`src/rtl/smem_pkg.sv`:
```
// Package: shared types and the wait-code table for the static memory
// sequencer. Assumes three-bit wait codes and two-bit hold/width fields.
package smem_pkg;

    typedef enum logic [2:0] {
        SEQ_IDLE,
        SEQ_SETUP,
        SEQ_STROBE,
        SEQ_HOLD,
        SEQ_ACK
    } seq_state_t;

    // Timing set for one area; field order is fixed by the top's packing.
    typedef struct packed {
        logic       setup;
        logic [1:0] hold;
        logic [2:0] wcode;
        logic [1:0] width;
    } area_timing_t;

    // Wait-code to internal wait cycle count.
    function automatic logic [3:0] wait_cycles(input logic [2:0] code);
        case (code)
            3'd0:    return 4'd0;
            3'd1:    return 4'd1;
            3'd2:    return 4'd2;
            3'd3:    return 4'd3;
            3'd4:    return 4'd4;
            3'd5:    return 4'd6;
            3'd6:    return 4'd8;
            default: return 4'd15;
        endcase
    endfunction

endpackage

```
`src/rtl/smem_area_decode.sv`:
```
// Area decoder: compares the area-select address field against each area
// this block serves and returns the hit flag, the area index and that
// area's timing set. Assumes areas are numbered consecutively from
// FIRST_AREA; the lowest matching index wins.
module smem_area_decode
    import smem_pkg::*;
#(
    parameter int SEL_W      = 3,
    parameter int FIRST_AREA = 2,
    parameter int N_AREAS    = 2,
    localparam int IDX_W     = (N_AREAS > 1) ? $clog2(N_AREAS) : 1
) (
    input  logic [SEL_W-1:0] sel_bits,
    input  area_timing_t     cfg [N_AREAS],
    output logic             hit,
    output logic [IDX_W-1:0] idx,
    output area_timing_t     sel
);

    logic [N_AREAS-1:0] match;

    // Per-area comparator.
    for (genvar g = 0; g < N_AREAS; g++) begin : g_match
        assign match[g] = (sel_bits == SEL_W'(FIRST_AREA + g));
    end

    // Pick the first matching area and its timing set.
    always_comb begin
        hit = 1'b0;
        idx = '0;
        sel = cfg[0];
        for (int i = 0; i < N_AREAS; i++) begin
            if (match[i] && !hit) begin
                hit = 1'b1;
                idx = IDX_W'(i);
                sel = cfg[i];
            end
        end
    end

endmodule

```
`src/rtl/smem_lane_gen.sv`:
```
// Byte lane generator: turns the low address bits, the access size and the
// configured bus width into a byte-lane enable mask, and flags accesses
// wider than the bus. Assumes the bus width never exceeds LANES bytes.
module smem_lane_gen #(
    parameter int LANES = 8,
    localparam int LW   = $clog2(LANES)
) (
    input  logic [LW-1:0]    addr_lo,
    input  logic [1:0]       size,
    input  logic [1:0]       width,
    output logic [LANES-1:0] mask,
    output logic             too_wide
);

    logic [LW:0] nbytes;
    logic [LW:0] bus_bytes;
    logic [LW:0] offset;
    logic [LW:0] lane_end;

    // Lane offset: address modulo bus bytes, aligned down to access size.
    always_comb begin
        nbytes    = (LW + 1)'(1) << size;
        bus_bytes = (LW + 1)'(1) << width;
        offset    = {1'b0, addr_lo} & (bus_bytes - 1'b1) & ~(nbytes - 1'b1);
        lane_end  = offset + nbytes;
        too_wide  = (size > width);
    end

    // One enable per lane.
    for (genvar i = 0; i < LANES; i++) begin : g_lane
        assign mask[i] = ((LW + 1)'(i) >= offset) && ((LW + 1)'(i) < lane_end);
    end

endmodule

```
`src/rtl/smem_seq_fsm.sv`:
```
// Cycle sequencer: steps through setup, strobe with internal and external
// waits, hold and acknowledge. A single counter is reused for the wait and
// hold phases. Assumes the start inputs are valid only in the cycle in
// which start is high.
module smem_seq_fsm
    import smem_pkg::*;
(
    input  logic       clk,
    input  logic       rst_n,
    input  logic       start,
    input  logic       start_err,
    input  logic       setup,
    input  logic [1:0] hold,
    input  logic [3:0] wcount,
    input  logic       wait_n,
    output logic       cs_active,
    output logic       stb_active,
    output logic       capture,
    output logic       ack
);

    seq_state_t state;
    logic [3:0] cnt;
    logic [1:0] hold_q;

    // State and counter update.
    always_ff @(posedge clk) begin
        if (!rst_n) begin
            state  <= SEQ_IDLE;
            cnt    <= '0;
            hold_q <= '0;
        end else begin
            case (state)
                SEQ_IDLE: begin
                    if (start) begin
                        hold_q <= hold;
                        cnt    <= wcount;
                        if (start_err)  state <= SEQ_ACK;
                        else if (setup) state <= SEQ_SETUP;
                        else            state <= SEQ_STROBE;
                    end
                end
                SEQ_SETUP: state <= SEQ_STROBE;
                SEQ_STROBE: begin
                    if (cnt != 4'd0) begin
                        cnt <= cnt - 4'd1;
                    end else if (wait_n) begin
                        if (hold_q != 2'd0) begin
                            cnt   <= {2'b00, hold_q} - 4'd1;
                            state <= SEQ_HOLD;
                        end else begin
                            state <= SEQ_ACK;
                        end
                    end
                end
                SEQ_HOLD: begin
                    if (cnt == 4'd0) state <= SEQ_ACK;
                    else             cnt   <= cnt - 4'd1;
                end
                SEQ_ACK: state <= SEQ_IDLE;
                default: state <= SEQ_IDLE;
            endcase
        end
    end

    // Phase decode for the bus pins.
    always_comb begin
        cs_active  = (state == SEQ_SETUP) || (state == SEQ_STROBE) || (state == SEQ_HOLD);
        stb_active = (state == SEQ_STROBE);
        capture    = stb_active && (cnt == 4'd0) && wait_n;
        ack        = (state == SEQ_ACK);
    end

endmodule

```
`src/rtl/smem_cycle_seq.sv`:
```
// Static memory bus cycle sequencer top: accepts one request at a time,
// decodes the area, latches the request and drives chip selects, read
// strobe and byte write strobes with per-area timing. Assumes the requester
// holds its request until req_ack and that configuration is static during
// an access.
module smem_cycle_seq
    import smem_pkg::*;
#(
    parameter int ADDR_W     = 32,
    parameter int DATA_W     = 64,
    parameter int N_AREAS    = 2,
    parameter int FIRST_AREA = 2,
    parameter int SEL_MSB    = 28,
    parameter int SEL_LSB    = 26,
    localparam int LANES     = DATA_W / 8,
    localparam int LW        = $clog2(LANES),
    localparam int SEL_W     = SEL_MSB - SEL_LSB + 1,
    localparam int IDX_W     = (N_AREAS > 1) ? $clog2(N_AREAS) : 1
) (
    input  logic                   clk,
    input  logic                   rst_n,
    input  logic                   req_valid,
    input  logic                   req_write,
    input  logic [1:0]             req_size,
    input  logic [ADDR_W-1:0]      req_addr,
    input  logic [DATA_W-1:0]      req_wdata,
    output logic                   req_ack,
    output logic                   req_err,
    output logic [DATA_W-1:0]      req_rdata,
    input  logic [N_AREAS-1:0]     cfg_setup,
    input  logic [2*N_AREAS-1:0]   cfg_hold,
    input  logic [3*N_AREAS-1:0]   cfg_wait,
    input  logic [2*N_AREAS-1:0]   cfg_width,
    output logic [N_AREAS-1:0]     bus_cs_n,
    output logic                   bus_rd_n,
    output logic [LANES-1:0]       bus_we_n,
    output logic [ADDR_W-1:0]      bus_addr,
    output logic [DATA_W-1:0]      bus_wdata,
    input  logic [DATA_W-1:0]      bus_rdata,
    input  logic                   bus_wait_n
);

    area_timing_t       cfg_arr [N_AREAS];
    area_timing_t       sel_cfg;
    logic               area_hit;
    logic [IDX_W-1:0]   area_idx;
    logic [LANES-1:0]   lane_mask;
    logic               too_wide;
    logic               idle_q;
    logic               start;
    logic               start_err;
    logic               cs_active;
    logic               stb_active;
    logic               capture;
    logic               ack;

    logic [ADDR_W-1:0]  addr_q;
    logic [DATA_W-1:0]  wdata_q;
    logic [DATA_W-1:0]  rdata_q;
    logic [LANES-1:0]   mask_q;
    logic [IDX_W-1:0]   idx_q;
    logic               wr_q;
    logic               err_q;

    // Pack per-area configuration fields into timing sets.
    for (genvar g = 0; g < N_AREAS; g++) begin : g_cfg
        assign cfg_arr[g] = {cfg_setup[g], cfg_hold[2*g +: 2],
                             cfg_wait[3*g +: 3], cfg_width[2*g +: 2]};
    end

    smem_area_decode #(
        .SEL_W      (SEL_W),
        .FIRST_AREA (FIRST_AREA),
        .N_AREAS    (N_AREAS)
    ) decode_i (
        .sel_bits (req_addr[SEL_MSB:SEL_LSB]),
        .cfg      (cfg_arr),
        .hit      (area_hit),
        .idx      (area_idx),
        .sel      (sel_cfg)
    );

    smem_lane_gen #(
        .LANES (LANES)
    ) lanes_i (
        .addr_lo  (req_addr[LW-1:0]),
        .size     (req_size),
        .width    (sel_cfg.width),
        .mask     (lane_mask),
        .too_wide (too_wide)
    );

    // Accept a request only when the sequencer is idle.
    always_comb begin
        start     = idle_q && req_valid;
        start_err = !area_hit || too_wide;
    end

    smem_seq_fsm seq_i (
        .clk        (clk),
        .rst_n      (rst_n),
        .start      (start),
        .start_err  (start_err),
        .setup      (sel_cfg.setup),
        .hold       (sel_cfg.hold),
        .wcount     (wait_cycles(sel_cfg.wcode)),
        .wait_n     (bus_wait_n),
        .cs_active  (cs_active),
        .stb_active (stb_active),
        .capture    (capture),
        .ack        (ack)
    );

    // Idle tracker: busy from accept until the acknowledge cycle ends.
    always_ff @(posedge clk) begin
        if (!rst_n)     idle_q <= 1'b1;
        else if (start) idle_q <= 1'b0;
        else if (ack)   idle_q <= 1'b1;
    end

    // Latch request fields at accept.
    always_ff @(posedge clk) begin
        if (!rst_n) begin
            addr_q  <= '0;
            wdata_q <= '0;
            mask_q  <= '0;
            idx_q   <= '0;
            wr_q    <= 1'b0;
            err_q   <= 1'b0;
        end else if (start) begin
            addr_q  <= req_addr;
            wdata_q <= req_wdata;
            mask_q  <= lane_mask;
            idx_q   <= area_idx;
            wr_q    <= req_write;
            err_q   <= start_err;
        end
    end

    // Capture read data at the end of the strobe.
    always_ff @(posedge clk) begin
        if (!rst_n)                rdata_q <= '0;
        else if (capture && !wr_q) rdata_q <= bus_rdata;
    end

    // Chip select per area.
    for (genvar g = 0; g < N_AREAS; g++) begin : g_cs
        assign bus_cs_n[g] = !(cs_active && (idx_q == IDX_W'(g)));
    end

    // Strobes and bus data.
    always_comb begin
        bus_rd_n  = !(stb_active && !wr_q);
        bus_we_n  = ~(mask_q & {LANES{stb_active && wr_q}});
        bus_addr  = addr_q;
        bus_wdata = wdata_q;
        req_ack   = ack;
        req_err   = ack && err_q;
        req_rdata = rdata_q;
    end

endmodule

```
`config.mk`:
```
export PLATFORM = sky130hd
export DESIGN_NAME = smem_cycle_seq
export DESIGN_NICKNAME = d
export VERILOG_FILES = /design/src/rtl/smem_pkg.sv /design/src/rtl/smem_area_decode.sv /design/src/rtl/smem_lane_gen.sv /design/src/rtl/smem_seq_fsm.sv /design/src/rtl/smem_cycle_seq.sv
export SDC_FILE = /design/constraint.sdc
export NUM_CORES = 1
export LEC_CHECK = 0
export CORE_AREA = 4 4 136 138
export CTS_BUF_LIST = sky130_fd_sc_hd__clkbuf_2 sky130_fd_sc_hd__clkbuf_4 sky130_fd_sc_hd__clkbuf_8
export DETAILED_ROUTE_END_ITERATION = 12
export DIE_AREA = 0 0 140 142
export HOLD_SLACK_MARGIN = 0.05
export PLACE_DENSITY = 0.86
export SLEW_MARGIN = 20
export SYNTH_ARGS = -nofsm -noshare
export SYNTH_HDL_FRONTEND = slang
export SYNTH_SLANG_ARGS = --single-unit
```
`constraint.sdc`:
```
create_clock -name clk -period 4.25 [get_ports clk]
set_input_delay 0.85 -clock clk [delete_from_list [all_inputs] [get_ports clk]]
set_output_delay 0.85 -clock clk [all_outputs]
set_load 0.01 [all_outputs]
```
## Yosys cells after proc, flatten, opt, wreduce, memory -nomap -nowiden

Index checks and enable logic that the tools add are counted.

- Output and inout bits: 173
- Register bits after elaboration: 181
- Logic and storage cells: 118

- Shift operators: 2
- Eq/ne operators: 19
- $lt $le $gt $ge: 17
- Mux-type cells: 21
- Bitwise logic cells: 6
- Reduce and logical (&&, ||, !) cells: 37
- Add/subtract/negate cells: 5

Operator list:

| operator | count |
|---|---|
| 4-bit case mux with 7 select lines | 1 |
| 4-bit 2-to-1 mux | 5 |
| 3-bit by 2-bit == test with 1-bit output (second input constant) | 6 |
| 1-bit logical AND | 18 |
| 3-bit 2-to-1 mux | 6 |
| 3-bit by 4-bit >= comparator with 1-bit output (first input constant) | 4 |
| 3-bit by 4-bit less-than comparator with 1-bit output (first input constant) | 4 |
| 3-bit == test (second input constant) | 4 |
| 3-bit case mux with 4 select lines | 1 |
| 4-bit case mux with 3 select lines | 1 |
| 4-bit by 1-bit subtractor with 4-bit output (second input constant) | 3 |
| 8-bit AND | 1 |
| 1-bit by 4-bit >= comparator with 1-bit output (first input constant) | 2 |
| 2-bit by 4-bit >= comparator with 1-bit output (first input constant) | 2 |
| 1-bit by 4-bit less-than comparator with 1-bit output (first input constant) | 2 |
| 2-bit by 4-bit less-than comparator with 1-bit output (first input constant) | 2 |
| 8-bit 2-to-1 mux | 1 |
| 8-bit NOT | 1 |
| 1-bit by 2-bit left shift with 4-bit output (first input constant) | 2 |
| 3-bit by 1-bit == test with 1-bit output (second input constant) | 2 |
| 1-bit zero test | 6 |
| 3-bit zero test | 2 |
| 2-bit != test (second input constant) | 3 |
| 1-bit 2-to-1 mux | 5 |
| 19 further kinds | 23 |

## Logic depth before layout (Yosys ltp)

Gate-level depths: netlist (run 1).

- Word-level depth: 12
- Mapped depth: 13
- Mapped depth without buffers: 12

## Hierarchy

Synthesis (run 1) repeated with hierarchy kept, for this count alone.

- Cell total of the unflattened synthesis: 905
- Area total of the unflattened synthesis: 7663.6 um^2

Modules (own cells, without submodules):

| module | times used | sequential area each (um^2) | area an instance (um^2) | cells each |
|---|---|---|---|---|
| smem_cycle_seq | 1 | 3443.3 | 6492.5 | 767 |
| smem_seq_fsm | 1 | 180.2 | 670.6 | 75 |
| smem_lane_gen | 1 | 0.0 | 380.4 | 52 |
| smem_area_decode | 1 | 0.0 | 120.1 | 11 |

## Least setup slack after synthesis (run 1)

No wires, ideal clock.

- Kind: input port to flip-flop
- Start point: input port req_size[0]
- End point: register mask_q[3]
- Required time: 4.132 ns
- Arrival: 2.853 ns
- Path buffers: 1
- Cell stages on the path: 13
- Setup time: 0.118 ns
- Slack: 1.279 ns
- Cell sequence: inv_1 > nor2_1 > inv_1 > ha_1 > nand2_1 > nor2_1 > ha_1 > and3_1 > a22oi_1 > or3b_1 > buf_2 > a32oi_2 > nor2b_1

- Cells in the longest elaborated chain, start to end: 7

RTL lines:

| what | line | RTL |
|---|---|---|
| start: declaration | smem_cycle_seq.sv:24 | `input logic [1:0] req_size,` |
| 1-bit by 2-bit left shift with 4-bit output (*) | smem_lane_gen.sv:22 | `nbytes = (LW + 1)'(1) << size;` |
| 4-bit by 1-bit subtractor with 4-bit output | smem_lane_gen.sv:24 | `offset = {1'b0, addr_lo} & (bus_bytes - 1'b1) & ~(nbytes - 1'b1);` |
| 4-bit NOT | smem_lane_gen.sv:24 |  |
| 4-bit AND | smem_lane_gen.sv:24 |  |
| 4-bit adder | smem_lane_gen.sv:25 | `lane_end = offset + nbytes;` |
| 2-bit by 4-bit less-than comparator with 1-bit output | smem_lane_gen.sv:31 | `assign mask[i] = ((LW + 1)'(i) >= offset) && ((LW + 1)'(i) < lane_end);` |
| 1-bit logical AND (*) | smem_lane_gen.sv:31 |  |
| end signal: assignment | smem_cycle_seq.sv:133 | `mask_q <= lane_mask;` |
| end: declaration | smem_cycle_seq.sv:60 | `logic [LANES-1:0] mask_q;` |

Mark *: on every way between the ends. The rest lies on a longest branch, timed or not.
A chain may end at the register's enable or synchronous reset.

## Worst setup path after layout (run 1)

- Start point: input port req_size[1]
- End point: register mask_q[4]

- Cells in the longest elaborated chain, start to end: 7

RTL lines:

| what | line |
|---|---|
| 1-bit by 2-bit left shift with 4-bit output (*) | smem_lane_gen.sv:22 |
| 4-bit by 1-bit subtractor with 4-bit output | smem_lane_gen.sv:24 |
| 4-bit NOT | smem_lane_gen.sv:24 |
| 4-bit AND | smem_lane_gen.sv:24 |
| 4-bit adder | smem_lane_gen.sv:25 |
| 3-bit by 4-bit less-than comparator with 1-bit output | smem_lane_gen.sv:31 |
| 1-bit logical AND (*) | smem_lane_gen.sv:31 |

Marked as above.

==> summary.txt, run 1 <==
Synthesis
  – Post-synth cell types: 50
  – Mapped Nets: 1122
  – Most common flop cell mapped by yosys: dfxtp_1
  – Mapped Area: 7242 um2
  – Fraction of registers with async set/reset: 0
  – Post-synth EDFFs: 0
  – Yosys warnings: 0
  – Seq/Total Area, Yosys: 0.5003
  – FF+latch count, synth: 181
  – Post-Synthesis Cells: 930
  – Syn_area_per_cell: 7.787 um2

Global routing
  – Total gr overflow: 0
  – Vias in the first global route: 7105
  – Largest net degree at the start of global routing: 105
  – Initial antenna violation count: 1
  – Gr usage total: 0.2310
  – First-pass GRT wire length: 37070 um

CTS
  – Clk_lat worst skew: 450 ps
  – Clock Pin Slew Worst Setup and Hold Paths: ~90 ps
  – Max clock buf depth: 2
  – # hold bufs at CTS: 0
  – PostCTS Resize Cnt: 0
  – Root Driver: clkbuf_8
  – CTS Sinks: 181
  – CTS buffer count: 17
  – # Post-CTS Setup Buffers: 0
  – H-tree depth: 4
  – CTS tree: built

Detailed routing
  – DR DRC count: 0
  – Wirelength, routed: 23850 um
  – Drt first pass iters: 5
  – Iteration-0 DRC count of the detailed router: around 350
  – Via-to-Cell Ratio: ~5
  – Via count: 7464
  – Wirelength per Cell: between 15 and 20 um
  – Antenna viol nets, final: 0

Job
  – Max-Cap Viols: 0

Floorplan
  – Die Span Y: 142 um
  – Die area: 19880 um2
  – Core area: 17180 um2
  – Die X: 140 um
  – # IOs: 356
  – Row cnt: 48
  – Initial Util: 0.4216

Place
  – GPL Wtd Cong: 0.8830
  – Cell Count Post-Placement: 1458
  – # port buffers: 355
  – Final HPWL DP: between 15000 and 20000 um

Layout
  – Most frequent cells in the layout: nand2_1 (368), clkdlybuf4s50_1 (354), dfxtp_1 (181), a21oi_1 (112), a21boi_1 (43)
  – Share of cells above drive strength 1: 0.04111
  – Area Overhead vs Synth: 56.18%
  – Layout Nets: between 1k and 1.5k
  – Fin cells: 1491
  – Fin util: 0.6585
  – Commonest non-fill, non-tap cell in the layout: nand2_1

Power
  – Leakage power: 0.004110 uW
  – PD cells: 318.3 nW/um2
  – Maximum vdd ir drop: 0.2017 mV

Critical path
  – Crit Path Category: primary input to flop
  – CP endpoint kind: flop
  – Setup crit start kind: primary input
  – Worst Path Max Fanout: 9
  – CP required: 4570 ps
  – Crit path DAT: between 3000 and 4000 ps

STA
  – RSZ-0062 raised after global routing: no
  – Crit share post-route: 0.8070
  – Max Clock Skew: roughly 17 ps
  – Hold Slack: 454.4 ps
  – Hold Violations, Final: 0
  – Slew @ Worst Pin: 761.2 ps
  – Final setup vio count: 0
  – Min Tclk post-route: 3430 ps
  – TNS Setup: 0 ps
  – Slew headroom: 0.4925
  – Max Slew Vio Count: 0
  – Fmax: 291.6 MHz

Outcome
  – Result of the run: complete, no violations

Min path
  – HP Class: flop to flop
## area by class of cell
| class | instances | area (um2) |
|---|---|---|
| tap | 225 | 281.5 |
| fill | 1449 | 5866 |
| clock inverter | 13 | 111.4 |
| multi-input combinational | 674 | 3344 |
| clock buffer | 19 | 261.5 |
| timing repair buffer | 365 | 3636 |
| sequential | 181 | 3623 |
| antenna | 1 | 2.502 |
| inverter | 13 | 50.05 |
## cells by family (layout without fill, tap and decap cells)
| kind of cell | count (synthesis) | count (layout) | share of synthesized area |
|---|---|---|---|
| adder cells (fa/ha/maj) | 9 | 9 | 0.01659 |
| AO/OA/AOI/OAI | 222 | 222 | 0.1890 |
| buffers and inverters | 75 | 410 | 0.04008 |
| other | 0 | 1 | 0 |
| AND/OR/NAND/NOR | 436 | 436 | 0.2422 |
| multiplexers | 6 | 6 | 0.01054 |
| XOR/XNOR | 1 | 1 | 0.001210 |
| flip-flops | 181 | 181 | 0.5003 |
## layer usage
metal / global-route usage / vias up / share of wire
met5: 0 / - / 0
met4: 0.08006 / 0 / 0.024
met3: 0.08871 / 33 / 0.095
met2: 0.3930 / 301 / 0.48
met1: 0.2681 / 3420 / 0.40
li1: - / 3710 / -
## worst max-delay path: stages
cell and delay, ps:
clkdlybuf4s50_1 580, nor2_1 280, inv_1 100, ha_1 280, nand2_1 70, nor2_1 150, ha_1 250, and3_1 180
a22oi_1 280, or3b_1 480, nand4_1 150, a22oi_1 90
## sequential cells by signal (all words and copies together) (netlist names)
signal        cells
idx_q             1
bus_addr         32
idle_q            1
wr_q              1
mask_q            8
err_q             1
seq_i.state       3
seq_i.hold_q      2
seq_i.cnt         4
req_rdata        64
bus_wdata        64
## path summary, 6_finish.rpt
| kind | from | end | slack [ps] | depth (start not counted) |
|---|---|---|---|---|
| max | req_size[1] | mask_q[4]$_SDFFE_PN0P_ | 820 | 12 |
| min | mask_q[0]$_SDFFE_PN0P_ | mask_q[0]$_SDFFE_PN0P_ | 450 | 2 |
| max reg2reg | seq_i.state[1]$_SDFFE_PN0P_ | req_rdata[42]$_SDFFE_PN0P_ | 1580 | 6 |
| min reg2reg | mask_q[0]$_SDFFE_PN0P_ | mask_q[0]$_SDFFE_PN0P_ | 450 | 2 |
## synthesized netlist by cell type (all sizes together) (2+ instances only)
library cell | instances | area (um2)
nand2 | 369 | 1385
dfxtp | 181 | 3623
a21oi | 112 | 560.5
a21boi | 63 | 473.0
clkbuf | 49 | 183.9
nor2 | 22 | 82.58
o21ai | 17 | 85.08
buf | 13 | 57.55
inv | 13 | 48.80
nand3 | 9 | 45.04
ha | 8 | 100.1
mux2i | 6 | 76.32
nor3 | 6 | 30.03
a211oi | 5 | 37.54
nand2b | 5 | 31.28
and3 | 4 | 25.02
nor2b | 4 | 25.02
a22oi | 3 | 22.52
nand4b | 3 | 26.28
nor3b | 3 | 22.52
o31ai | 3 | 22.52
or3b | 3 | 26.28
a21o | 2 | 15.01
a311oi | 2 | 17.52
a32oi | 2 | 25.03
and2 | 2 | 12.51
nand3b | 2 | 15.01
o2111ai | 2 | 17.52
o211a | 2 | 20.02
o21bai | 2 | 15.01
o311ai | 2 | 17.52
or3 | 2 | 12.51
## power by group
group | total, uW | switching [uW] | internal (uW)
combinational | 650 | 293 | 357
sequential | 1820 | 44.8 | 1770
clock | 1130 | 675 | 457
## stage by stage
step / setup WS, ps / instance area [um2] / total power [uW]
global route: 655.0 / 11310 / 3791
detailed placement: 447.0 / 10940 / 2507
CTS: 927.6 / 11310 / 3643
finish: 820.4 / 11310 / 3600
floorplan: 1279 / 7242 / 2133
global placement: 513.8 / 10940 / 2495
Power figures use the tool's default switching activity.
==> inputs of run 2 (changes only) <==
--- a/config.mk
+++ b/config.mk
@@ -5,10 +5,10 @@
 export SDC_FILE = /design/constraint.sdc
 export NUM_CORES = 1
 export LEC_CHECK = 0
-export CORE_AREA = 4 4 136 138
+export CORE_MARGIN = 4
+export CORE_UTILIZATION = 42
 export CTS_BUF_LIST = sky130_fd_sc_hd__clkbuf_2 sky130_fd_sc_hd__clkbuf_4 sky130_fd_sc_hd__clkbuf_8
 export DETAILED_ROUTE_END_ITERATION = 12
-export DIE_AREA = 0 0 140 142
 export HOLD_SLACK_MARGIN = 0.05
 export PLACE_DENSITY = 0.86
 export SLEW_MARGIN = 20
==> constraint.sdc (replaced) <==
create_clock -name clk -period 3.56 [get_ports clk]
set_input_delay 0.712 -clock clk [delete_from_list [all_inputs] [get_ports clk]]
set_output_delay 0.712 -clock clk [all_outputs]
set_load 0.01 [all_outputs]
==> run 2 against run 1 <==
  * Wire length rose by 3.0%
  * Power grew 24%
  * Sequential power grew 19%
  * Sequential share of layout area fell by 0.31 points
  * Utilization grew 2.3 points
  * First-iteration DRC count fell by 4.3%
  * Combinational power rose by 23%
  * Critical path type unchanged
==> summary.txt, run 2 (synthesis results as in run 1) <==
CTS
  – H-tree depth: 4
  – Clock Pin Slew Worst Setup and Hold Paths: 90 ps
  – # Post-CTS Setup Buffers: 0
  – Max clock buf depth: 2
  – CTS Sinks: 181
  – Root Driver: clkbuf_8
  – CTS tree: built
  – PostCTS Resize Cnt: 0
  – # hold bufs at CTS: 0
  – Clk_lat worst skew: approximately 450 ps
  – CTS buffer count: 17

Place
  – Final HPWL DP: about 18000 um
  – GPL Wtd Cong: 0.8882
  – Cell Count Post-Placement: 1463
  – Dpl cell area: between 10000 and 15000 um2
  – # port buffers: 355

STA
  – Min Tclk post-route: ~3300 ps
  – Hold Slack: 454.2 ps
  – Final setup vio count: 0
  – Max Slew Vio Count: 0
  – Crit share post-route: 0.9184
  – RSZ-0062 raised after global routing: no
  – Max Clock Skew: 11.78 ps
  – Slew @ Worst Pin: 708.0 ps
  – Fmax: just over 300 MHz
  – TNS Setup: 0 ps
  – Hold Violations, Final: 0
  – Slew headroom: 0.5280

Layout
  – Design Area, Final: 11420 um2
  – Fin cells: 1494
  – Commonest non-fill, non-tap cell in the layout: nand2_1
  – Share of cells above drive strength 1: 0.04713
  – Fill cell total of the finished layout: approximately 1.4k
  – Area Overhead vs Synth: 57.72%
  – Most frequent cells in the layout: nand2_1 (368), clkdlybuf4s50_1 (354), dfxtp_1 (181), a21oi_1 (112), a21boi_1 (43)
  – Layout Nets: 1454

Global routing
  – Initial antenna violation count: 1
  – Largest net degree at the start of global routing: 71
  – First-pass GRT wire length: 38280 um
  – Met2 usage: 0.4249
  – Global routing usage on met1: 0.2758
  – Most Used Layer, Global Route: met2
  – Met3 usage: 0.09537
  – Total gr overflow: 0
  – Vias in the first global route: 7189
  – Gr usage total: 0.2435

Detailed routing
  – Via count: 7476
  – Antenna viol nets, final: 0
  – Wirelength per Cell: 16.45 um
  – Drt first pass iters: 4
  – Iteration-0 DRC count of the detailed router: 331
  – Via-to-Cell Ratio: approximately 5.0
  – Wirelength, routed: 24570 um
  – DR DRC count: 0

Floorplan
  – Core area: 16760 um2
  – Row cnt: 47
  – Die Span Y: approximately 140 um
  – Die X: 139.3 um
  – # IOs: between 300 and 400
  – Initial Util: 0.4321
  – Die area: 19410 um2

Critical path
  – Worst Path Max Fanout: 6
  – Max incr delay on CP: roughly 520 ps
  – CP top delay family: simple AND/OR/NAND/NOR gates
  – Crit Path Category: primary input to flop
  – Cell breakdown of the critical path: clkdlybuf4s50_1 -> nor2_1 -> inv_1 -> ha_1 -> nand2_1 -> nor2_1 -> ha_1 -> and3_1 -> a22oi_1 -> or3b_1 -> nand4b_1 -> a22oi_1
  – Worst path bufs/invs: 2
  – Slowest stage cell on the critical path: clkdlybuf4s50_1
  – Setup crit start kind: primary input
  – CP endpoint kind: flop
  – Crit path DAT: 3590 ps
  – CP required: between 3000 and 4000 ps

Job
  – Max-Cap Viols: 0

Power
  – Maximum vdd ir drop: 0.2724 mV
  – PD cells: ~390 nW/um2
  – Leakage power: 0.004170 uW
  – Design Power: 4451 uW

Min path
  – HP Class: flop to flop

Outcome
  – Result of the run: complete, no violations
-- run 2: changes by cell type in the layout (fill, tap and decap cells not counted), moves of 2 or more --
cell and delta:
buf_4 +10, bufinv_16 +3, clkinv_2 -2, inv_8 -2
-- run 2: worst register-to-register path, stage by stage, from the launching register on --
cell and delay (ps):
dfxtp_1 560, nand2_1 320, nor3_1 480, nand3_2 540
buf_4 460, nand2_1 130, a21oi_1 80
-- run 2: final timing paths --
kind,from,to,slack (ps),depth (start not counted)
hold reg to reg,bus_wdata[39]$_SDFFE_PN0P_,bus_wdata[39]$_SDFFE_PN0P_,450,2
hold / removal,bus_wdata[39]$_SDFFE_PN0P_,bus_wdata[39]$_SDFFE_PN0P_,450,2
setup / recovery,req_size[1],mask_q[6]$_SDFFE_PN0P_,290,12
setup reg to reg,seq_i.state[1]$_SDFFE_PN0P_,req_rdata[14]$_SDFFE_PN0P_,870,6
-- run 2: area by class of cell --
| cell class | instances | area, um2 | area share |
|---|---|---|---|
| Antenna cell | 1 | 2.502 | 0.0002191 |
| Clock buffer | 18 | 247.7 | 0.02169 |
| Clock inverter | 12 | 167.7 | 0.01468 |
| Inverter | 13 | 50.05 | 0.004382 |
| Multi-Input combinational cell | 674 | 3344 | 0.2928 |
| Sequential cell | 181 | 3623 | 0.3172 |
| Tap cell | 220 | 275.3 | 0.02410 |
| Timing Repair Buffer | 375 | 3711 | 0.3249 |
-- run 2: layer usage --
layer | up-vias | part of all wire
met4 | 0 | 0.020
li1 | 3714 | -
met2 | 297 | 0.49
met1 | 3430 | 0.40
met5 | - | 0
met3 | 35 | 0.094
-- run 2: power by group --
group          internal (uW)  total (uW)  leakage, uW  switching, uW
sequential              2120        2170      0.00148           52.6
combinational            433         797      0.00249            364
clock                    721        1480     0.000201            763
-- run 2: stage by stage --
stage	setup slack (ps)	utilization
floorplan	726.8	-
global placement	53.01	0.6566
detailed placement	-50.94	0.6566
CTS	370.8	0.6814
global route	204.6	0.6815
finish	290.4	0.6815
